[src/rtl/dcache_pkg.sv]
package dcache_pkg;
  typedef enum logic [1:0] {ST_EMPTY, ST_RSV, ST_CLEAN, ST_DIRTY} line_st_t;

  localparam logic [1:0] RES_HIT  = 2'd0;
  localparam logic [1:0] RES_MISS = 2'd1;
  localparam logic [1:0] RES_FAIL = 2'd2;

  localparam logic [1:0] ACC_RD = 2'd0;
  localparam logic [1:0] ACC_LW = 2'd1;
  localparam logic [1:0] ACC_GW = 2'd2;

  localparam logic [1:0] MQ_FETCH = 2'd0;
  localparam logic [1:0] MQ_WT    = 2'd1;
  localparam logic [1:0] MQ_WB    = 2'd2;
endpackage

[src/rtl/dcache_tags.sv]
module dcache_tags
  import dcache_pkg::*;
#(
  parameter int SETS  = 4,
  parameter int WAYS  = 2,
  parameter int TAG_W = 10,
  localparam int SET_W = $clog2(SETS),
  localparam int WAY_W = $clog2(WAYS)
) (
  input  logic             clk,
  input  logic             rst_n,
  input  logic [SET_W-1:0] lk_set,
  input  logic [TAG_W-1:0] lk_tag,
  output logic             hit,
  output logic [WAY_W-1:0] hit_way,
  output logic             vic_ok,
  output logic [WAY_W-1:0] vic_way,
  output line_st_t         vic_st,
  output logic [TAG_W-1:0] vic_tag,
  input  logic             upd_en,
  input  logic [WAY_W-1:0] upd_way,
  input  line_st_t         upd_st,
  input  logic             upd_tag,
  input  logic             touch_en,
  input  logic [WAY_W-1:0] touch_way,
  input  logic             fill_en,
  input  logic [SET_W-1:0] fill_set,
  input  logic [WAY_W-1:0] fill_way
);
  line_st_t         st_q  [SETS][WAYS];
  logic [TAG_W-1:0] tag_q [SETS][WAYS];
  logic [WAY_W-1:0] age_q [SETS][WAYS];
  logic [WAYS-1:0]  match;

  always_comb begin
    hit = 1'b0;
    hit_way = '0;
    for (int w = 0; w < WAYS; w++) begin
      match[w] = (st_q[lk_set][w] == ST_CLEAN || st_q[lk_set][w] == ST_DIRTY) &&
                 (tag_q[lk_set][w] == lk_tag);
      if (match[w]) begin
        hit = 1'b1;
        hit_way = WAY_W'(w);
      end
    end
  end

  // Empty way first (lowest index); else oldest way not reserved.
  always_comb begin
    logic found_empty;
    logic [WAY_W-1:0] best_age;
    found_empty = 1'b0;
    best_age = '0;
    vic_ok = 1'b0;
    vic_way = '0;
    for (int w = 0; w < WAYS; w++) begin
      if (!found_empty && st_q[lk_set][w] == ST_EMPTY) begin
        found_empty = 1'b1;
        vic_ok = 1'b1;
        vic_way = WAY_W'(w);
      end
    end
    if (!found_empty) begin
      for (int w = 0; w < WAYS; w++) begin
        if (st_q[lk_set][w] != ST_RSV && (!vic_ok || age_q[lk_set][w] > best_age)) begin
          vic_ok = 1'b1;
          vic_way = WAY_W'(w);
          best_age = age_q[lk_set][w];
        end
      end
    end
    vic_st  = st_q[lk_set][vic_way];
    vic_tag = tag_q[lk_set][vic_way];
  end

  always_ff @(posedge clk or negedge rst_n) begin
    if (!rst_n) begin
      for (int s = 0; s < SETS; s++) begin
        for (int w = 0; w < WAYS; w++) begin
          st_q[s][w]  <= ST_EMPTY;
          tag_q[s][w] <= '0;
          age_q[s][w] <= WAY_W'(w);
        end
      end
    end else begin
      if (upd_en) begin
        st_q[lk_set][upd_way] <= upd_st;
        if (upd_tag) tag_q[lk_set][upd_way] <= lk_tag;
      end
      if (touch_en) begin
        for (int w = 0; w < WAYS; w++) begin
          if (WAY_W'(w) == touch_way) age_q[lk_set][w] <= '0;
          else if (age_q[lk_set][w] < age_q[lk_set][touch_way])
            age_q[lk_set][w] <= age_q[lk_set][w] + 1'b1;
        end
      end
      if (fill_en) st_q[fill_set][fill_way] <= ST_CLEAN;
    end
  end

  // a tag is live in at most one way of a set
  a_r9_single_match: assert property (@(posedge clk) disable iff (!rst_n)
    $countones(match) <= 1);
endmodule

[src/rtl/dcache_mshr.sv]
module dcache_mshr #(
  parameter int N         = 2,
  parameter int MERGE_MAX = 2,
  parameter int BLK_W     = 12,
  parameter int WAY_W     = 1,
  parameter int ADDR_W    = 16,
  parameter int SIZE_W    = 8,
  localparam int IDX_W = $clog2(N),
  localparam int MC_W  = $clog2(MERGE_MAX + 1)
) (
  input  logic              clk,
  input  logic              rst_n,
  input  logic [BLK_W-1:0]  pr_blk,
  output logic              pr_hit,
  output logic              pr_full,
  output logic              free_ok,
  input  logic              merge_en,
  input  logic              alloc_en,
  input  logic [WAY_W-1:0]  alloc_way,
  input  logic [ADDR_W-1:0] req_addr,
  input  logic [SIZE_W-1:0] req_size,
  input  logic              fill_en,
  input  logic [BLK_W-1:0]  fill_blk,
  output logic              fill_hit,
  output logic [WAY_W-1:0]  fill_way,
  output logic              rel_valid,
  output logic [ADDR_W-1:0] rel_addr,
  output logic [SIZE_W-1:0] rel_size
);
  logic [N-1:0]      vld, rdy;
  logic [BLK_W-1:0]  blk  [N];
  logic [WAY_W-1:0]  way  [N];
  logic [MC_W-1:0]   cnt  [N];
  logic [MC_W-1:0]   ridx [N];
  logic [ADDR_W-1:0] ra   [N][MERGE_MAX];
  logic [SIZE_W-1:0] rs   [N][MERGE_MAX];
  logic [IDX_W-1:0]  pr_idx, free_idx, fill_idx, rel_e;

  always_comb begin
    pr_hit = 1'b0; pr_idx = '0;
    free_ok = 1'b0; free_idx = '0;
    fill_hit = 1'b0; fill_idx = '0;
    rel_valid = 1'b0; rel_e = '0;
    for (int i = N - 1; i >= 0; i--) begin
      if (vld[i] && !rdy[i] && blk[i] == pr_blk) begin pr_hit = 1'b1; pr_idx = IDX_W'(i); end
      if (!vld[i]) begin free_ok = 1'b1; free_idx = IDX_W'(i); end
      if (vld[i] && !rdy[i] && blk[i] == fill_blk) begin fill_hit = 1'b1; fill_idx = IDX_W'(i); end
      if (rdy[i]) begin rel_valid = 1'b1; rel_e = IDX_W'(i); end
    end
    pr_full  = (cnt[pr_idx] == MC_W'(MERGE_MAX));
    fill_way = way[fill_idx];
    rel_addr = ra[rel_e][ridx[rel_e]];
    rel_size = rs[rel_e][ridx[rel_e]];
  end

  always_ff @(posedge clk or negedge rst_n) begin
    if (!rst_n) begin
      vld <= '0;
      rdy <= '0;
      for (int i = 0; i < N; i++) begin
        blk[i] <= '0; way[i] <= '0; cnt[i] <= '0; ridx[i] <= '0;
        for (int j = 0; j < MERGE_MAX; j++) begin ra[i][j] <= '0; rs[i][j] <= '0; end
      end
    end else begin
      if (alloc_en) begin
        vld[free_idx] <= 1'b1;
        rdy[free_idx] <= 1'b0;
        blk[free_idx] <= pr_blk;
        way[free_idx] <= alloc_way;
        cnt[free_idx] <= MC_W'(1);
        ridx[free_idx] <= '0;
        ra[free_idx][0] <= req_addr;
        rs[free_idx][0] <= req_size;
      end
      if (merge_en) begin
        ra[pr_idx][cnt[pr_idx]] <= req_addr;
        rs[pr_idx][cnt[pr_idx]] <= req_size;
        cnt[pr_idx] <= cnt[pr_idx] + 1'b1;
      end
      if (fill_en && fill_hit) rdy[fill_idx] <= 1'b1;
      if (rel_valid) begin
        if (ridx[rel_e] + 1'b1 == cnt[rel_e]) begin
          vld[rel_e] <= 1'b0;
          rdy[rel_e] <= 1'b0;
          ridx[rel_e] <= '0;
        end else begin
          ridx[rel_e] <= ridx[rel_e] + 1'b1;
        end
      end
    end
  end

  for (genvar g = 0; g < N; g++) begin : g_lim
    a_r7_merge_limit: assert property (@(posedge clk) disable iff (!rst_n)
      cnt[g] <= MC_W'(MERGE_MAX));
  end

  a_r10_fill_release: assert property (@(posedge clk) disable iff (!rst_n)
    (fill_en && fill_hit) |=> rel_valid);
endmodule

[src/rtl/dcache_mq.sv]
module dcache_mq #(
  parameter int DEPTH = 4,
  parameter int W     = 26,
  localparam int PW = $clog2(DEPTH),
  localparam int CW = $clog2(DEPTH + 1)
) (
  input  logic          clk,
  input  logic          rst_n,
  input  logic          push0,
  input  logic [W-1:0]  d0,
  input  logic          push1,
  input  logic [W-1:0]  d1,
  input  logic          pop,
  output logic          head_vld,
  output logic [W-1:0]  head,
  output logic [CW-1:0] count
);
  logic [W-1:0]  mem [DEPTH];
  logic [PW-1:0] wp, rp;

  function automatic logic [PW-1:0] adv(input logic [PW-1:0] p, input int n);
    return PW'((int'(p) + n) % DEPTH);
  endfunction

  assign head_vld = (count != '0);
  assign head     = mem[rp];

  always_ff @(posedge clk or negedge rst_n) begin
    if (!rst_n) begin
      wp <= '0;
      rp <= '0;
      count <= '0;
      for (int i = 0; i < DEPTH; i++) mem[i] <= '0;
    end else begin
      if (push0) mem[wp] <= d0;
      if (push1) mem[adv(wp, 1)] <= d1;
      wp <= adv(wp, int'(push0) + int'(push1));
      rp <= adv(rp, int'(pop));
      count <= CW'(int'(count) + int'(push0) + int'(push1) - int'(pop));
    end
  end

  a_r11_no_overflow: assert property (@(posedge clk) disable iff (!rst_n)
    int'(count) <= DEPTH);
  a_r6_two_slots: assert property (@(posedge clk) disable iff (!rst_n)
    push1 |-> (int'(count) + 2 <= DEPTH));
  a_r11_pop_nonempty: assert property (@(posedge clk) disable iff (!rst_n)
    pop |-> count != '0);
endmodule

[src/rtl/dcache_ctrl.sv]
module dcache_ctrl
  import dcache_pkg::*;
#(
  parameter int ADDR_W     = 16,
  parameter int LINE_BYTES = 16,
  parameter int SETS       = 4,
  parameter int WAYS       = 2,
  parameter int MSHR_N     = 2,
  parameter int MERGE_MAX  = 2,
  parameter int MQ_DEPTH   = 4,
  parameter int SIZE_W     = 8
) (
  input  logic              clk,
  input  logic              rst_n,
  input  logic              req_valid,
  input  logic [1:0]        req_kind,
  input  logic [ADDR_W-1:0] req_addr,
  input  logic [SIZE_W-1:0] req_size,
  output logic [1:0]        resp_status,
  output logic              mq_valid,
  input  logic              mq_ready,
  output logic [1:0]        mq_kind,
  output logic [ADDR_W-1:0] mq_addr,
  output logic [SIZE_W-1:0] mq_size,
  input  logic              fill_valid,
  input  logic [ADDR_W-1:0] fill_addr,
  output logic              rel_valid,
  output logic [ADDR_W-1:0] rel_addr,
  output logic [SIZE_W-1:0] rel_size
);
  localparam int OFF_W = $clog2(LINE_BYTES);
  localparam int SET_W = $clog2(SETS);
  localparam int BLK_W = ADDR_W - OFF_W;
  localparam int TAG_W = BLK_W - SET_W;
  localparam int WAY_W = $clog2(WAYS);
  localparam int CNT_W = $clog2(MQ_DEPTH + 1);
  localparam int MQ_W  = 2 + ADDR_W + SIZE_W;
  localparam logic [SIZE_W-1:0] LINE_SZ = SIZE_W'(LINE_BYTES);

  function automatic logic [BLK_W-1:0] blk_of(input logic [ADDR_W-1:0] a);
    return a[ADDR_W-1:OFF_W];
  endfunction
  function automatic logic [ADDR_W-1:0] base_of(input logic [BLK_W-1:0] b);
    return {b, {OFF_W{1'b0}}};
  endfunction

  logic [BLK_W-1:0] r_blk;
  logic             t_hit, v_ok;
  logic [WAY_W-1:0] t_hit_way, v_way;
  line_st_t         v_st;
  logic [TAG_W-1:0] v_tag;
  logic             m_hit, m_full, m_free, m_fill_hit;
  logic [WAY_W-1:0] m_fill_way;
  logic [CNT_W-1:0] mq_cnt;
  logic [MQ_W-1:0]  mq_head, d0, d1;
  logic             ok1, ok2, mq_pop;
  logic             upd_en, upd_tag, touch_en, push0, push1, merge_en, alloc_en;
  logic [WAY_W-1:0] upd_way, touch_way;
  line_st_t         upd_st;

  assign r_blk  = blk_of(req_addr);
  assign ok1    = int'(mq_cnt) < MQ_DEPTH;
  assign ok2    = int'(mq_cnt) + 1 < MQ_DEPTH;
  assign mq_pop = mq_valid && mq_ready;
  assign {mq_kind, mq_addr, mq_size} = mq_head;

  always_comb begin
    resp_status = RES_FAIL;
    upd_en = 1'b0; upd_tag = 1'b0; upd_way = t_hit_way; upd_st = ST_EMPTY;
    touch_en = 1'b0; touch_way = t_hit_way;
    push0 = 1'b0; push1 = 1'b0; merge_en = 1'b0; alloc_en = 1'b0;
    d0 = {MQ_WT, req_addr, req_size};
    d1 = {MQ_WB, base_of({v_tag, r_blk[SET_W-1:0]}), LINE_SZ};
    if (req_valid) begin
      if (t_hit) begin
        if (req_kind == ACC_GW) begin
          if (ok1) begin
            resp_status = RES_HIT;
            upd_en = 1'b1;
            push0 = 1'b1;
            d0 = {MQ_WB, base_of(r_blk), LINE_SZ};
          end
        end else begin
          resp_status = RES_HIT;
          touch_en = 1'b1;
          if (req_kind == ACC_LW) begin upd_en = 1'b1; upd_st = ST_DIRTY; end
        end
      end else if (req_kind != ACC_RD) begin
        if (ok1) begin resp_status = RES_MISS; push0 = 1'b1; end
      end else if (ok2) begin
        if (m_hit && !m_full) begin
          resp_status = RES_MISS;
          merge_en = 1'b1;
        end else if (!m_hit && m_free && v_ok) begin
          resp_status = RES_MISS;
          alloc_en = 1'b1;
          upd_en = 1'b1; upd_tag = 1'b1; upd_way = v_way; upd_st = ST_RSV;
          touch_en = 1'b1; touch_way = v_way;
          push0 = 1'b1;
          d0 = {MQ_FETCH, base_of(r_blk), LINE_SZ};
          push1 = (v_st == ST_DIRTY);
        end
      end
    end
  end

  dcache_tags #(.SETS(SETS), .WAYS(WAYS), .TAG_W(TAG_W)) u_tags (
    .clk, .rst_n,
    .lk_set(r_blk[SET_W-1:0]), .lk_tag(r_blk[BLK_W-1:SET_W]),
    .hit(t_hit), .hit_way(t_hit_way),
    .vic_ok(v_ok), .vic_way(v_way), .vic_st(v_st), .vic_tag(v_tag),
    .upd_en, .upd_way, .upd_st, .upd_tag, .touch_en, .touch_way,
    .fill_en(fill_valid && m_fill_hit),
    .fill_set(fill_addr[OFF_W+SET_W-1:OFF_W]), .fill_way(m_fill_way)
  );

  dcache_mshr #(.N(MSHR_N), .MERGE_MAX(MERGE_MAX), .BLK_W(BLK_W), .WAY_W(WAY_W),
                .ADDR_W(ADDR_W), .SIZE_W(SIZE_W)) u_mshr (
    .clk, .rst_n,
    .pr_blk(r_blk), .pr_hit(m_hit), .pr_full(m_full), .free_ok(m_free),
    .merge_en, .alloc_en, .alloc_way(v_way), .req_addr, .req_size,
    .fill_en(fill_valid), .fill_blk(blk_of(fill_addr)),
    .fill_hit(m_fill_hit), .fill_way(m_fill_way),
    .rel_valid, .rel_addr, .rel_size
  );

  dcache_mq #(.DEPTH(MQ_DEPTH), .W(MQ_W)) u_mq (
    .clk, .rst_n, .push0, .d0, .push1, .d1, .pop(mq_pop),
    .head_vld(mq_valid), .head(mq_head), .count(mq_cnt)
  );

  // a refused request never adds to the queue
  a_r6_fail_no_growth: assert property (@(posedge clk) disable iff (!rst_n)
    (req_valid && resp_status == RES_FAIL) |=> mq_cnt <= $past(mq_cnt));
  // every miss that does not merge puts traffic in the queue
  a_r2_miss_enqueues: assert property (@(posedge clk) disable iff (!rst_n)
    (req_valid && resp_status == RES_MISS && !(req_kind == ACC_RD && m_hit) && !mq_pop)
      |=> mq_cnt > $past(mq_cnt));
endmodule

[config.mk]
export PLATFORM = sky130hd
export DESIGN_NAME = dcache_ctrl
export DESIGN_NICKNAME = d
export VERILOG_FILES = /design/src/rtl/dcache_pkg.sv /design/src/rtl/dcache_tags.sv /design/src/rtl/dcache_mshr.sv /design/src/rtl/dcache_mq.sv /design/src/rtl/dcache_ctrl.sv
export SDC_FILE = /design/constraint.sdc
export NUM_CORES = 1
export LEC_CHECK = 0
export ABC_AREA = 1
export BUFFER_PORTS_ARGS = -buffer_cell sky130_fd_sc_hd__buf_2
export CAP_MARGIN = 20
export CORE_MARGIN = 4
export CORE_UTILIZATION = 60
export CTS_CLUSTER_SIZE = 40
export DETAILED_ROUTE_END_ITERATION = 8
export PLACE_DENSITY = 0.88
export SYNTH_ARGS = -nofsm -noshare
export SYNTH_HDL_FRONTEND = slang
export SYNTH_SLANG_ARGS = --single-unit
export TNS_END_PERCENT = 5
[constraint.sdc]
create_clock -name clk -period 3.8 [get_ports clk]
set_input_delay 0 -clock clk [delete_from_list [all_inputs] [get_ports clk]]
set_output_delay 0 -clock clk [all_outputs]
set_load 0.05 [all_outputs]
==> impl_metrics.py, run 1 <==
metrics = {
    "die": {
        "start_util": 0.6122,
        "io-pin-count": 101,
        "die_h_um": 188.1,
        "die_w_um": 188.1,
        "core.rowCount": 65,
        "dieArea_um2": 35390,
        "core_um2": 31800,
    },
    "critical_path": {
        "cp_num_buf_inv": 4,
        "critPathKind": "primary input to register",
        "r2r-start": "u_mq.count[2]$_DFF_PN0_",
        "critPathMaxStageDelay_ps": 530,
        "crit_fanout": 45,
        "r2r_cells": 14,
        "worst-r2r-setup-slack_ps": 270,
        "cp.depth": 18,
        "critPathCaptureType": "register",
        "critPathRequiredTime_ps": 4190,
        "path_cells": "dlygate4sd3_1 > buf_2 > buf_12 > nor2_4 > a22oi_1 > nand2_1 > nand2_1 > nand3_1 > nand3_1 > buf_4 > nor2_1 > nand2_1 > nand2_2 > nand2_1 > nor2_2 > nand2_1 > nand2_1 > o21ai_1",
        "critPathMostFrequentCell": "nand2_1",
        "r2r_end": "u_mq.count[2]$_DFF_PN0_",
        "cp_top_family": "simple AND/OR/NAND/NOR gates",
        "cp.arrival_ps": 3940,
        "cp_slowest_cell": "dlygate4sd3_1",
        "startpoint_type": "primary input",
    },
    "route": {
        "vias": 19350,
        "vias_per_cell": 5.890,
        "wl_mm": 61.15,
        "drt_iter0_markers": 2461,
        "wire_per_inst_um": 18.61,
        "ant_nets": 0,
        "drt_pass1_iterations": 7,
        "drcViolationCount": 0,
    },
    "pwr": {
        "swShare": 0.4088,
        "p_leak_nw": 11.58,
        "ir_worst_vdd_v": 0.0004944,
        "internal-power_w": 0.007585,
        "p_switching_w": 0.005245,
        "clockPowerShare": 0.283,
        "pwr-share-seq": 0.360,
        "power_density_nw_per_um2": 588.9,
        "power.combinational.fraction": 0.356,
    },
    "cells_and_area": {
        "utilization": 0.6851,
        "drive_gt1_frac": 0.09828,
        "design_area_um2": 21790,
        "final_nets": 2883,
        "area_delta_synth_final_pct": 11.92,
    },
    "timing": {
        "rsz0062_at_grt": "false",
        "drv_slew": 0,
        "whs_ps": 31.58,
        "period_minus_slack_ps": 3550,
        "setup_tns_ps": 0,
        "fin_skew_ps": 20.04,
        "timing.fmax_ghz": 0.2817,
        "max-slew-margin-rel": 0.3568,
        "finalHoldViolations": 0,
        "worstMarginPinSlew_ps": 964.8,
        "finalCritPeriodShare": 0.9343,
        "setup_viol": 0,
    },
    "synth": {
        "synth_area_leaders": "dfrtp_1, nand2_1, o21ai_0",
        "synth_enable_flop_cells": 0,
        "yosysUniqueCellTypes": 48,
        "avgSynthCellArea_um2": 7.053,
        "syn-cell-area_um2": 19470,
        "syn_inst": 2760,
        "synth_top_area_cell": "dfrtp_1",
        "yosysWarnings": 0,
        "seq_area_frac_synth": 0.4489,
        "synthTopCellsByCount": "nand2_1, dfrtp_1, inv_1",
        "synth_ff_type": "dfrtp_1",
        "syn_nets": 2816,
        "async_flop_share": 1.000,
        "synth-seq-cells": 349,
        "synth_top_area_share": 0.4435,
        "yosys.cell_count.top_type": "nand2_1",
    },
    "clock_tree": {
        "cts_sinks": 349,
        "insertion_delay_ps": 540,
        "numCtsBuffers": 38,
        "path_clk_slew_ps": 60,
        "cts_tree": "done",
        "cts_root_buf": "clkbuf_16",
        "cts_setup_buffers": 0,
        "htreeDepth": 2,
        "clockBufferDepth": 3,
    },
    "run": {
        "max-cap-violations": 0,
    },
    "placed_design": {
        "port_buffers": 96,
        "globalplace.congestion": 0.9510,
        "placed_cell_area_um2": 20240,
        "hpwl_mm": 39.66,
    },
    "grt": {
        "grt_overflow": 0,
        "antenna_found_initial": 0,
        "grt_pass1_vias": 18670,
        "grt_max_degree": 119,
        "grt_pass1_wl_mm": 97.35,
        "track_usage": 0.3385,
    },
    "status": {
        "status": "completed",
    },
    "hold_path": {
        "hp-start": "req_valid",
        "timing.hold.worst_path_depth": 5,
        "min_path_type": "primary input to register",
        "hold-path-endpoint": "u_tags.st_q[13]$_DFF_PN0_",
    },
}
-- worst min-delay path, delay by kind of cell --
kind	cells	cell delay, ps
and+or+nand+nor	4	380
buffers and inverters	1	120
-- placed cells by master (no fill, tap or decap), types with 43 or more instances in the layout --
cell	instances
inv_1	266
a21oi_1	65
buf_4	43
o21ai_0	264
nor2_1	253
nand3_1	183
dfrtp_1	345
o21ai_1	72
nand2_1	933
buf_2	95
-- logic make-up (layout without fill, tap and decap cells) --
| kind of cell | Yosys count | count (layout) | share of synthesized area |
|---|---|---|---|
| compound gates | 473 | 473 | 0.1323 |
| xor+xnor | 16 | 16 | 0.007199 |
| fa+ha+maj | 9 | 9 | 0.006941 |
| buf+inv | 435 | 522 | 0.09114 |
| flops | 349 | 349 | 0.4489 |
| mux | 2 | 2 | 0.001028 |
| other cells | 0 | 2 | 0 |
| simple gates | 1476 | 1478 | 0.3126 |
-- sequential cells by signal, indices dropped and copies added (netlist names) --
name / cells
u_mshr.rdy: 2
u_mq.rp: 2
u_tags.age_q: 8
u_mshr.ra: 64
u_mshr.vld: 2
u_mshr.blk: 24
u_mshr.rs: 32
u_tags.st_q: 16
u_mshr.ridx: 4
u_mshr.way: 2
u_mq.mem: 104
u_tags.tag_q: 80
u_mq.wp: 2
u_mshr.cnt: 4
u_mq.count: 3
-- timing repair --
action	4_1_cts	5_1_grt
hold endpoints to repair	235	0
gates cloned	0	2
endpoints found under the setup margin	2	25
pin swaps	0	2
hold buffers	31	0
resized for setup	1	4
-- how the worst max path moves through the flow --
| stage | start | end | slack [ps] |
|---|---|---|---|
| global placement | u_mq.count[2]$_DFF_PN0_ | u_mq.count[2]$_DFF_PN0_ | 390 |
| CTS | u_mq.count[2]$_DFF_PN0_ | u_mq.count[2]$_DFF_PN0_ | 290 |
| finish | req_addr[4] | u_tags.tag_q[26]$_DFFE_PN0P_ | 250 |
| global route | req_addr[11] | u_mshr.ra[50]$_DFF_PN0_ | 40 |
| detailed placement | u_mq.count[2]$_DFF_PN0_ | u_mq.count[2]$_DFF_PN0_ | 300 |
| floorplan | u_mshr.blk[3]$_DFFE_PN0P_ | u_mq.count[2]$_DFF_PN0_ | 770 |
-- per-stage QoR --
| stage | cells | total power, W | setup slack [ps] |
|---|---|---|---|
| 2_1_floorplan | 2760 | 0.007939 | 770.8 |
| 3_3_place_gp | 3189 | 0.008984 | 390.3 |
| 3_5_place_dp | 3189 | 0.009135 | 303.2 |
| 4_1_cts | 3282 | 0.01277 | 290.5 |
| 5_1_grt | 3284 | 0.01349 | 37.96 |
| 6_report | 3286 | 0.01283 | 249.8 |
-- power groups by stage --
stage | logic, W | registers (W) | clock network, W
floorplan | 0.00337 | 0.00457 | 0
global placement | 0.00435 | 0.00463 | 0
detailed placement | 0.00447 | 0.00467 | 0
CTS | 0.00453 | 0.00461 | 0.00364
global route | 0.00500 | 0.00468 | 0.00381
finish | 0.00457 | 0.00462 | 0.00363
-- layout make-up --
class                           instances  area (um2)
Clock buffer                           55        1116
Timing Repair Buffer                  176        1244
Inverter                              284        1067
Tap cell                              435       544.3
Antenna cell                            2       5.005
Multi-Input combinational cell       1978        8994
Sequential cell                       349        8738
Clock inverter                          7       78.83
Fill cell                            2557       10010
-- routing by layer --
| metal | global-route usage | up-vias | part of all wire |
|---|---|---|---|
| li1 | - | 8904 | - |
| met1 | 0.4678 | 9138 | 0.40 |
| met2 | 0.5417 | 1134 | 0.46 |
| met3 | 0.05398 | 177 | 0.10 |
| met4 | 0.1299 | 0 | 0.039 |
| met5 | 0 | - | 0 |
Power figures use the tool's default switching activity.
==> run 2, diff against run 1 <==
==> constraint.sdc (replaced) <==
create_clock -name clk -period 3.8 [get_ports clk]
set_input_delay 0.57 -clock clk [delete_from_list [all_inputs] [get_ports clk]]
set_output_delay 0.57 -clock clk [all_outputs]
set_load 0.05 [all_outputs]
==> impl_metrics.py, run 2 (synthesized netlist as in run 1, its figures left out) <==
metrics = {
    "clock_tree": {
        "htreeDepth": 2,
        "numCtsBuffers": 38,
        "path_clk_slew_ps": 60,
        "clockBufferDepth": 3,
        "insertion_delay_ps": 540,
        "cts_tree": "done",
        "cts_sinks": 349,
        "cts_root_buf": "clkbuf_16",
    },
    "route": {
        "ant_nets": 0,
        "vias_per_cell": 5.902,
        "vias": 19560,
        "drt_pass1_iterations": 6,
        "wl_mm": 61.09,
        "drcViolationCount": 0,
        "drt_iter0_markers": 2430,
        "wire_per_inst_um": 18.43,
    },
    "die": {
        "io-pin-count": 101,
        "die_h_um": 188.1,
        "start_util": 0.6122,
        "die_w_um": 188.1,
        "core.rowCount": 65,
        "dieArea_um2": 35390,
        "core_um2": 31800,
    },
    "cells_and_area": {
        "layout_common_cells": "nand2_1, dfrtp_1, inv_1",
        "drive_gt1_frac": 0.1216,
        "regMostFlops": "u_mq.mem",
        "num-fill-cells": 2499,
        "final_cells": 3314,
        "area_delta_synth_final_pct": 13.92,
        "largest_reg_flops": 104,
        "final_nets": 2907,
        "final_common_cell": "nand2_1",
        "largestRegisters": "u_mq.mem: 104 flops, u_tags.tag_q: 80 flops, u_mshr.ra: 64 flops",
    },
    "pwr": {
        "ir_worst_vdd_v": 0.0004136,
        "internal-power_w": 0.008033,
        "pwr-share-seq": 0.345,
        "power_density_nw_per_um2": 601.6,
        "total_power_w": 0.01334,
        "swShare": 0.3979,
        "clockPowerShare": 0.304,
        "p_leak_nw": 11.82,
        "power.combinational.fraction": 0.351,
        "p_switching_w": 0.005309,
    },
    "critical_path": {
        "startpoint_type": "register",
        "critPathRequiredTime_ps": 3230,
        "cp_slowest_cell": "dfrtp_1",
        "critPathKind": "register to primary output",
        "path_cells": "inv_1 > nor2_2 > nand2_1 > nor2_1 > nand2_1 > nor2_1 > nand2_1 > inv_1 > nand2_2 > nor2_1 > o21bai_1 > ha_1 > inv_2 > nand3_2 > o211a_1 > a21oi_1 > o21ai_1 > buf_6",
        "cp.arrival_ps": 3010,
        "r2r-start": "u_mq.count[2]$_DFF_PN0_",
        "crit_fanout": 4,
        "critPathCaptureType": "primary output",
        "r2r_end": "u_mq.count[2]$_DFF_PN0_",
        "r2r_cells": 14,
        "worst-r2r-setup-slack_ps": 450,
        "critPathMaxStageDelay_ps": 340,
    },
    "grt": {
        "antenna_found_initial": 0,
        "grt_pass1_wl_mm": 98.07,
        "track_usage": 0.3407,
        "grt_overflow": 0,
        "grt_max_degree": 96,
        "grt_pass1_vias": 18790,
    },
    "timing": {
        "setup_viol": 0,
        "finalCritPeriodShare": 0.9416,
        "setup_slack_ps": 221.9,
        "worstMarginPinSlew_ps": 904.3,
        "drv_slew": 0,
        "fin_skew_ps": 22.64,
        "max-slew-margin-rel": 0.3949,
        "finalHoldViolations": 0,
        "rsz0062_at_grt": "false",
        "period_minus_slack_ps": 3578,
        "timing.fmax_ghz": 0.2795,
        "setup_tns_ps": 0,
    },
    "placed_design": {
        "place_ws_ps": 12.39,
        "hpwl_mm": 41.00,
        "globalplace.congestion": 0.9331,
        "port_buffers": 96,
        "dp.cells": 3243,
    },
    "hold_path": {
        "min_path_type": "primary input to async pin",
    },
    "status": {
        "status": "completed",
    },
    "run": {
        "max-cap-violations": 0,
    },
}
[run 2: cell count changes in the layout (fill, tap and decap cells not counted), sizes merged, moves of 4 or more]
cell and change:
clkbuf -4, bufinv +6, clkinv +4, dlygate4sd3 -31
buf +57
[run 2: final cells by class]
class                   instances  area, um2  share of cell area
flip-flops and latches        349       8738              0.3940
clock inverters                16      287.8             0.01298
multi-input cells            1976       8989              0.4053
diodes                          1      2.502           0.0001128
well taps                     435      544.3             0.02454
repair buffers                202       1458             0.06573
clock buffers                  51       1091             0.04920
inverters                     284       1067             0.04812
[run 2: what timing repair did]
action,in CTS,in global routing
setup endpoints to repair,15,7
pin swaps,0,4
resized for setup,4,11
hold buffers,0,0
setup buffers,0,3
[run 2: stage by stage]
| stage | util | area, um2 | hold WS (ps) |
|---|---|---|---|
| finish | 0.6974 | 22180 | 49.79 |
| global route | 0.6973 | 22180 | 108.0 |
| CTS | 0.6958 | 22130 | 87.32 |
| detailed placement | 0.6521 | 20730 | 465.9 |
| global placement | 0.6521 | 20730 | 457.3 |
| floorplan | - | 19470 | 274.4 |
[run 2: worst max-delay path: cells and delay by family (launching register included)]
kind | cells | cell delay, ps
AND/OR/NAND/NOR | 9 | 930
AO/OA/AOI/OAI | 4 | 560
buffers and inverters | 4 | 440
flip-flops | 1 | 340
adder cells (fa/ha/maj) | 1 | 210
[run 2: worst max path at each step]
| stage | startpoint | endpoint | cells past startpoint |
|---|---|---|---|
| after detailed placement | req_addr[4] | u_mq.count[2]$_DFF_PN0_ | 21 |
| after floorplan | req_addr[12] | resp_status[1] | 19 |
| after CTS | u_mshr.blk[5]$_DFFE_PN0P_ | resp_status[0] | 18 |
| final | u_mshr.vld[1]$_DFF_PN0_ | resp_status[1] | 18 |
| after global placement | req_addr[4] | u_mq.count[2]$_DFF_PN0_ | 21 |
| after global routing | u_mshr.blk[5]$_DFFE_PN0P_ | resp_status[1] | 19 |
[run 2: power groups by stage]
stage	combinational, W	clock (W)	sequential (W)
3_3_place_gp	0.00445	0	0.00461
6_report	0.00468	0.00406	0.00460
2_1_floorplan	0.00337	0	0.00457
4_1_cts	0.00462	0.00408	0.00459
5_1_grt	0.00509	0.00425	0.00466
3_5_place_dp	0.00457	0	0.00465
[run 2: per-layer routing]
metal / vias up / global-route usage / routed length (um)
li1: 8957 / - / -
met1: 9163 / 0.4694 / 24050
met2: 1201 / 0.5399 / 27950
met3: 238 / 0.05585 / 6139
met4: 0 / 0.1426 / 2950
met5: - / 0 / 0
